[src/rtl/can_mode_pkg.sv]
package can_mode_pkg;

    localparam int MODE_W = 5;

    typedef enum logic [MODE_W-1:0] {
        OPM_CFG   = 5'h01,
        OPM_RUN   = 5'h02,
        OPM_LOOP  = 5'h04,
        OPM_SLEEP = 5'h08,
        OPM_SNOOP = 5'h10
    } opmode_e;

    typedef struct packed {
        opmode_e mode;
        logic    pend_v;
        opmode_e pend_mode;
        logic    irq_sleep;
        logic    irq_wake;
    } mode_state_t;

    typedef struct packed {
        logic pin_tx;
        logic eng_rx;
        logic tx_grant;
        logic rx_en;
        logic self_ack;
        logic err_cnt_rst;
    } steer_t;

endpackage

[src/rtl/cmc_req_filter.sv]
module cmc_req_filter
    import can_mode_pkg::*;
(
    input  logic              req_valid,
    input  logic [MODE_W-1:0] req_code,
    output logic              req_legal,
    output logic              req_cfg
);
    logic one_bit;

    always_comb begin
        one_bit   = ($countones(req_code) == 1);
        req_legal = req_valid && one_bit;
        req_cfg   = req_legal && (req_code == OPM_CFG);
    end
endmodule

[src/rtl/cmc_mode_fsm.sv]
module cmc_mode_fsm
    import can_mode_pkg::*;
(
    input  logic              clk,
    input  logic              rst_n,
    input  logic              req_legal,
    input  logic              req_cfg,
    input  logic [MODE_W-1:0] req_code,
    input  logic              bus_idle,
    input  logic              rx_frame_done,
    output opmode_e           mode,
    output logic              irq_sleep,
    output logic              irq_wake
);
    mode_state_t st_d, st_q;
    logic        wake_hit;
    logic        apply_ok;

    always_comb begin
        st_d           = st_q;
        st_d.irq_sleep = 1'b0;
        st_d.irq_wake  = 1'b0;
        wake_hit       = (st_q.mode == OPM_SLEEP) && rx_frame_done;
        apply_ok       = st_q.pend_v && (bus_idle || st_q.mode == OPM_CFG);

        if (req_cfg) begin
            st_d.mode   = OPM_CFG;
            st_d.pend_v = 1'b0;
        end else if (wake_hit) begin
            st_d.mode     = OPM_RUN;
            st_d.pend_v   = 1'b0;
            st_d.irq_wake = 1'b1;
        end else if (req_legal) begin
            st_d.pend_v    = 1'b1;
            st_d.pend_mode = opmode_e'(req_code);
        end else if (apply_ok) begin
            st_d.mode   = st_q.pend_mode;
            st_d.pend_v = 1'b0;
        end

        st_d.irq_sleep = (st_d.mode == OPM_SLEEP) && (st_q.mode != OPM_SLEEP);
    end

    always_ff @(posedge clk or negedge rst_n) begin
        if (!rst_n) begin
            st_q.mode      <= OPM_CFG;
            st_q.pend_v    <= 1'b0;
            st_q.pend_mode <= OPM_CFG;
            st_q.irq_sleep <= 1'b0;
            st_q.irq_wake  <= 1'b0;
        end else begin
            st_q <= st_d;
        end
    end

    assign mode      = st_q.mode;
    assign irq_sleep = st_q.irq_sleep;
    assign irq_wake  = st_q.irq_wake;
endmodule

[src/rtl/cmc_pin_steer.sv]
module cmc_pin_steer
    import can_mode_pkg::*;
(
    input  opmode_e mode,
    input  logic    eng_tx,
    input  logic    pin_rx,
    input  logic    tx_pend,
    output steer_t  steer
);
    always_comb begin
        steer.pin_tx      = 1'b1;
        steer.eng_rx      = 1'b1;
        steer.tx_grant    = 1'b0;
        steer.rx_en       = 1'b0;
        steer.self_ack    = 1'b0;
        steer.err_cnt_rst = 1'b0;
        unique case (mode)
            OPM_RUN: begin
                steer.pin_tx   = eng_tx;
                steer.eng_rx   = pin_rx;
                steer.tx_grant = tx_pend;
                steer.rx_en    = 1'b1;
            end
            OPM_LOOP: begin
                steer.eng_rx   = eng_tx;
                steer.tx_grant = tx_pend;
                steer.rx_en    = 1'b1;
                steer.self_ack = 1'b1;
            end
            OPM_SLEEP, OPM_SNOOP: begin
                steer.eng_rx = pin_rx;
                steer.rx_en  = 1'b1;
            end
            default: begin
                steer.err_cnt_rst = 1'b1;
            end
        endcase
    end
endmodule

[src/rtl/can_mode_ctrl.sv]
module can_mode_ctrl
    import can_mode_pkg::*;
(
    input  logic              clk,
    input  logic              rst_n,
    input  logic              mode_req_valid,
    input  logic [MODE_W-1:0] mode_req,
    input  logic              bus_idle,
    input  logic              tx_fifo_pend,
    input  logic              tx_hpb_pend,
    input  logic              rx_frame_done,
    input  logic              eng_tx,
    input  logic              pin_rx,
    output logic              pin_tx,
    output logic              eng_rx,
    output logic              tx_grant,
    output logic              rx_en,
    output logic              self_ack,
    output logic              err_cnt_rst,
    output logic [MODE_W-1:0] mode_q,
    output logic              irq_sleep,
    output logic              irq_wake
);
    logic    req_legal;
    logic    req_cfg;
    opmode_e cur_mode;
    steer_t  steer;

    cmc_req_filter u_filt (
        .req_valid (mode_req_valid),
        .req_code  (mode_req),
        .req_legal (req_legal),
        .req_cfg   (req_cfg)
    );

    cmc_mode_fsm u_fsm (
        .clk           (clk),
        .rst_n         (rst_n),
        .req_legal     (req_legal),
        .req_cfg       (req_cfg),
        .req_code      (mode_req),
        .bus_idle      (bus_idle),
        .rx_frame_done (rx_frame_done),
        .mode          (cur_mode),
        .irq_sleep     (irq_sleep),
        .irq_wake      (irq_wake)
    );

    cmc_pin_steer u_steer (
        .mode    (cur_mode),
        .eng_tx  (eng_tx),
        .pin_rx  (pin_rx),
        .tx_pend (tx_fifo_pend | tx_hpb_pend),
        .steer   (steer)
    );

    assign mode_q      = cur_mode;
    assign pin_tx      = steer.pin_tx;
    assign eng_rx      = steer.eng_rx;
    assign tx_grant    = steer.tx_grant;
    assign rx_en       = steer.rx_en;
    assign self_ack    = steer.self_ack;
    assign err_cnt_rst = steer.err_cnt_rst;
endmodule

[config.mk]
export PLATFORM = sky130hd
export DESIGN_NAME = can_mode_ctrl
export DESIGN_NICKNAME = d
export VERILOG_FILES = /design/src/rtl/can_mode_pkg.sv /design/src/rtl/cmc_req_filter.sv /design/src/rtl/cmc_mode_fsm.sv /design/src/rtl/cmc_pin_steer.sv /design/src/rtl/can_mode_ctrl.sv
export SDC_FILE = /design/constraint.sdc
export NUM_CORES = 1
export LEC_CHECK = 0
export ABC_AREA = 1
export ABC_CLOCK_PERIOD_IN_PS = 3200
export BUFFER_PORTS_ARGS = -buffer_cell sky130_fd_sc_hd__buf_2
export CAP_MARGIN = 25
export CORE_UTILIZATION = 50
export CTS_CLUSTER_DIAMETER = 50
export DETAILED_ROUTE_END_ITERATION = 10
export GPL_TIMING_DRIVEN = 0
export PLACE_DENSITY = 0.85
export REMOVE_ABC_BUFFERS = 1
export SLEW_MARGIN = 20
export SYNTH_ARGS = -nofsm -noshare
export SYNTH_HDL_FRONTEND = slang
export SYNTH_SLANG_ARGS = --single-unit
[constraint.sdc]
create_clock -name clk -period 3.2 [get_ports clk]
set_clock_uncertainty 0.15 [all_clocks]
set_input_delay 0.64 -clock clk [delete_from_list [all_inputs] [get_ports clk]]
set_output_delay 0.64 -clock clk [all_outputs]
set_load 0.005 [all_outputs]
==> PnR_summary.wiki <==
{| class="wikitable"
! Metric !! Value
|-
| Run status || finished with violations
|-
| Violated checks || DRC
|-
| Final setup vio count || 0
|-
| Final std cell area, no fill || 1020 um2
|-
| Clock buffer count from CTS || 3
|-
| Worst endpoint required time || 3.25 ns
|-
| Worst Setup Path Type || in2reg
|-
| Grt met1 use || 0.253
|-
| Met3 usage in global routing || 0.0375
|-
| Number of distinct library cells after synthesis || 22
|-
| Routed vias || 795
|-
| Fin nets || 162
|-
| Static Leakage || 0.000597 uW
|-
| Die span in y || 44.0 um
|-
| Clock Path Buffers || 2
|-
| Yosys synthesis warning count || 0
|-
| Worst slew pin tran || 0.402 ns
|-
| Synth top area share || 0.313
|-
| Power Dens Cells || 729 nW/um2
|-
| TritonCTS clock tree || built
|-
| Achievable Freq || 0.339 GHz
|-
| Worst setup EP type || flip-flop
|-
| Type of origin of the critical path || input port
|-
| Number of cells after detailed placement || 153
|-
| Global route hottest layer || met2
|-
| Number of max-cap violations || 0
|-
| Row count || 14
|-
| Average footprint of a synthesized cell || 7.59 um2
|-
| Synth Area in Simple Gates || 0.332
|-
| Remaining global-route overflow || 0
|-
| Number of hold-repair buffers added at the cts stage || 0
|-
| Vias in the first global route || 713
|-
| Adder-cell share of the synthesized area || 0.102
|-
| Root Buffer || sky130_fd_sc_hd__clkbuf_4
|-
| Peak supply drop || 480 uV
|-
| Post-route antenna net violation count || 0
|-
| FF+latch count, synth || 13
|-
| Via-to-Cell Ratio || 5.06
|-
| Final period demand of the worst path || 2.95 ns
|-
| List of most frequent post-synthesis cells || sky130_fd_sc_hd__nand2_1, sky130_fd_sc_hd__inv_1, sky130_fd_sc_hd__nor2_1
|-
| Worst Path Arrival || 3.00 ns
|-
| Final Instance Count excl. Fillers || 157
|-
| Largest cells by area after synthesis || sky130_fd_sc_hd__dfrtp_1, sky130_fd_sc_hd__nand2_1, sky130_fd_sc_hd__inv_1, sky130_fd_sc_hd__nor2_1, sky130_fd_sc_hd__dfstp_2
|-
| Filler cell count || 141
|-
| Clock edge transition at the registers on the reported setup and hold paths || 0.08 ns
|-
| Class of the worst hold path || in2async
|-
| Final estimated routing congestion in global placement || 0.819
|-
| Std-Cell Core Area || 1580 um2
|-
| First-pass iteration count of the detailed router || 10
|-
| Die outline width || 44.0 um
|-
| Multiplexer share of the synthesized area || 0
|-
| P&R area growth vs syn || 15.8%
|-
| Xor/xnor cell area share of the yosys netlist || 0
|-
| Fraction of layout instances using a drive strength above 1 || 0.326
|-
| Post-synthesis instance total || 116
|-
| Primary FF master, synth || sky130_fd_sc_hd__dfrtp_1
|-
| Antenna violations before repair || 0
|-
| Footprint of the multi-input gates || 425 um2
|-
| Post-route clock period utilization || 0.922
|-
| Global-route wire length before repair || 2.96 mm
|-
| First DRT Iteration DRCs || 37
|-
| Met2 layer usage reported by global route || 0.376
|-
| Detail Placement HPWL || 1.42 mm
|-
| Register area share after synthesis || 0.372
|-
| Largest net degree at the start of global routing || 14
|-
| Total area of sequential cells || 328 um2
|-
| Largest family of logic cells by synthesized area || simple AND/OR/NAND/NOR gates
|-
| Antenna fix cells || 0
|-
| Total placed instance area || 993 um2
|-
| Clock insertion delay at the later pin of the skew report || 0.28 ns
|-
| Tightest slew margin relative to the limit || 0.730
|-
| Maximum fanout along the worst path || 9
|-
| Biggest area consumer among synthesized cells || sky130_fd_sc_hd__dfrtp_1
|-
| Die ar. || 1930 um2
|-
| Setup repair after global routing missed its margin || false
|-
| Post-synthesis instance area || 881 um2
|-
| Initial Util || 0.559
|-
| Synthesized-area fraction occupied by ao, oa, aoi and oai cells || 0.0483
|-
| WL per Instance || 11.2 um
|-
| Wirelength, routed || 1.76 mm
|-
| Library cell with the highest instance count after synthesis || sky130_fd_sc_hd__nand2_1
|-
| Total clock sinks || 13
|-
| Final count of pins violating max slew || 0
|-
| Htree depth || 1
|-
| Number of failing hold endpoints at the final stage || 0
|-
| Setup fix buffers added after clock tree synthesis || 0
|-
| Port buffer count || 26
|-
| Drc violations || 2
|-
| Global-route total usage across every layer || 0.213
|-
| EDFF count, synth || 0
|-
| Share of synthesized registers carrying an async set or reset || 1.00
|-
| CTS resizes || 0
|-
| Io pins || 27
|}
## metal layers
| layer | up-vias | wire, um |
|---|---|---|
| li1 | 408 | - |
| met1 | 352 | 752 |
| met2 | 31 | 877 |
| met3 | 4 | 105 |
| met4 | 0 | 27 |
| met5 | - | 0 |
## registers in the layout (all words and copies together), names as in the netlist
name             cells
u_fsm.mode           5
u_fsm.st_q           6
u_fsm.irq_sleep      1
u_fsm.irq_wake       1
## placed cells by master (no fill, tap or decap), drive strengths merged
cell,n
buf,26
nand2,24
inv,24
nor2,19
dfrtp,11
nand3,10
o21ai,4
ha,4
clkbuf,4
a21oi,3
nand3b,2
fa,2
dfstp,2
nand4,2
nor4,2
a21boi,1
or2,1
## cell type report
class,instances,area share
Tap cell,16,0.0196
Inverter,24,0.0883
Multi-Input combinational cell,74,0.417
Timing Repair Buffer,26,0.128
Clock buffer,4,0.0258
Sequential cell,13,0.321
## critical path, stage by stage
cell	delay, ns
sky130_fd_sc_hd__buf_2	0.09
sky130_fd_sc_hd__inv_1	0.05
sky130_fd_sc_hd__ha_1	0.32
sky130_fd_sc_hd__fa_1	0.40
sky130_fd_sc_hd__inv_1	0.09
sky130_fd_sc_hd__fa_1	0.42
sky130_fd_sc_hd__nand2_1	0.10
sky130_fd_sc_hd__nor2_2	0.07
sky130_fd_sc_hd__nor2_2	0.30
sky130_fd_sc_hd__nand2_2	0.11
sky130_fd_sc_hd__nand2_1	0.07
sky130_fd_sc_hd__nand3_1	0.08
sky130_fd_sc_hd__nor2_1	0.10
sky130_fd_sc_hd__nand2_1	0.06
sky130_fd_sc_hd__nor2_1	0.09
## cell families after synthesis
kind of cell	count (synthesis)
buffers and inverters	29
AOI/OAI and AO/OA	8
DFF	13
and+or+nand+nor	60
adders and majority gates	6
## final timing paths
check | slack, ns | endpoint | depth (start not counted) | start
setup / recovery | 0.25 | u_fsm.irq_sleep | 15 | mode_req[2]
hold / removal | 0.08 | u_fsm.st_q[3] | 1 | rst_n
setup reg to reg | 1.57 | u_fsm.irq_sleep | 10 | u_fsm.mode[0]
hold reg to reg | 0.34 | u_fsm.st_q[2] | 2 | u_fsm.st_q[2]
max in group asynchronous | 2.53 | u_fsm.mode[0] | 1 | rst_n
min in group clk | 0.34 | u_fsm.st_q[2] | 2 | u_fsm.st_q[2]
## power by group
group	total (uW)	internal [uW]	switching (uW)
Clock	101	48.3	52.9
Sequential	300	242	58.4
Combinational	342	138	204
## metrics by stage
stage	total power (uW)	setup TNS, ns	hold slack (ns)	util	worst slack, ns
floorplan	521	0	0.194	-	0.362
global placement	623	0	0.310	0.630	0.108
detailed placement	642	-0.00956	0.321	0.630	-0.00956
CTS	744	0	0.0834	0.647	0.263
global route	808	0	0.0911	0.647	0.0592
finish	744	0	0.0765	0.647	0.251
Power figures use the tool's default switching activity.
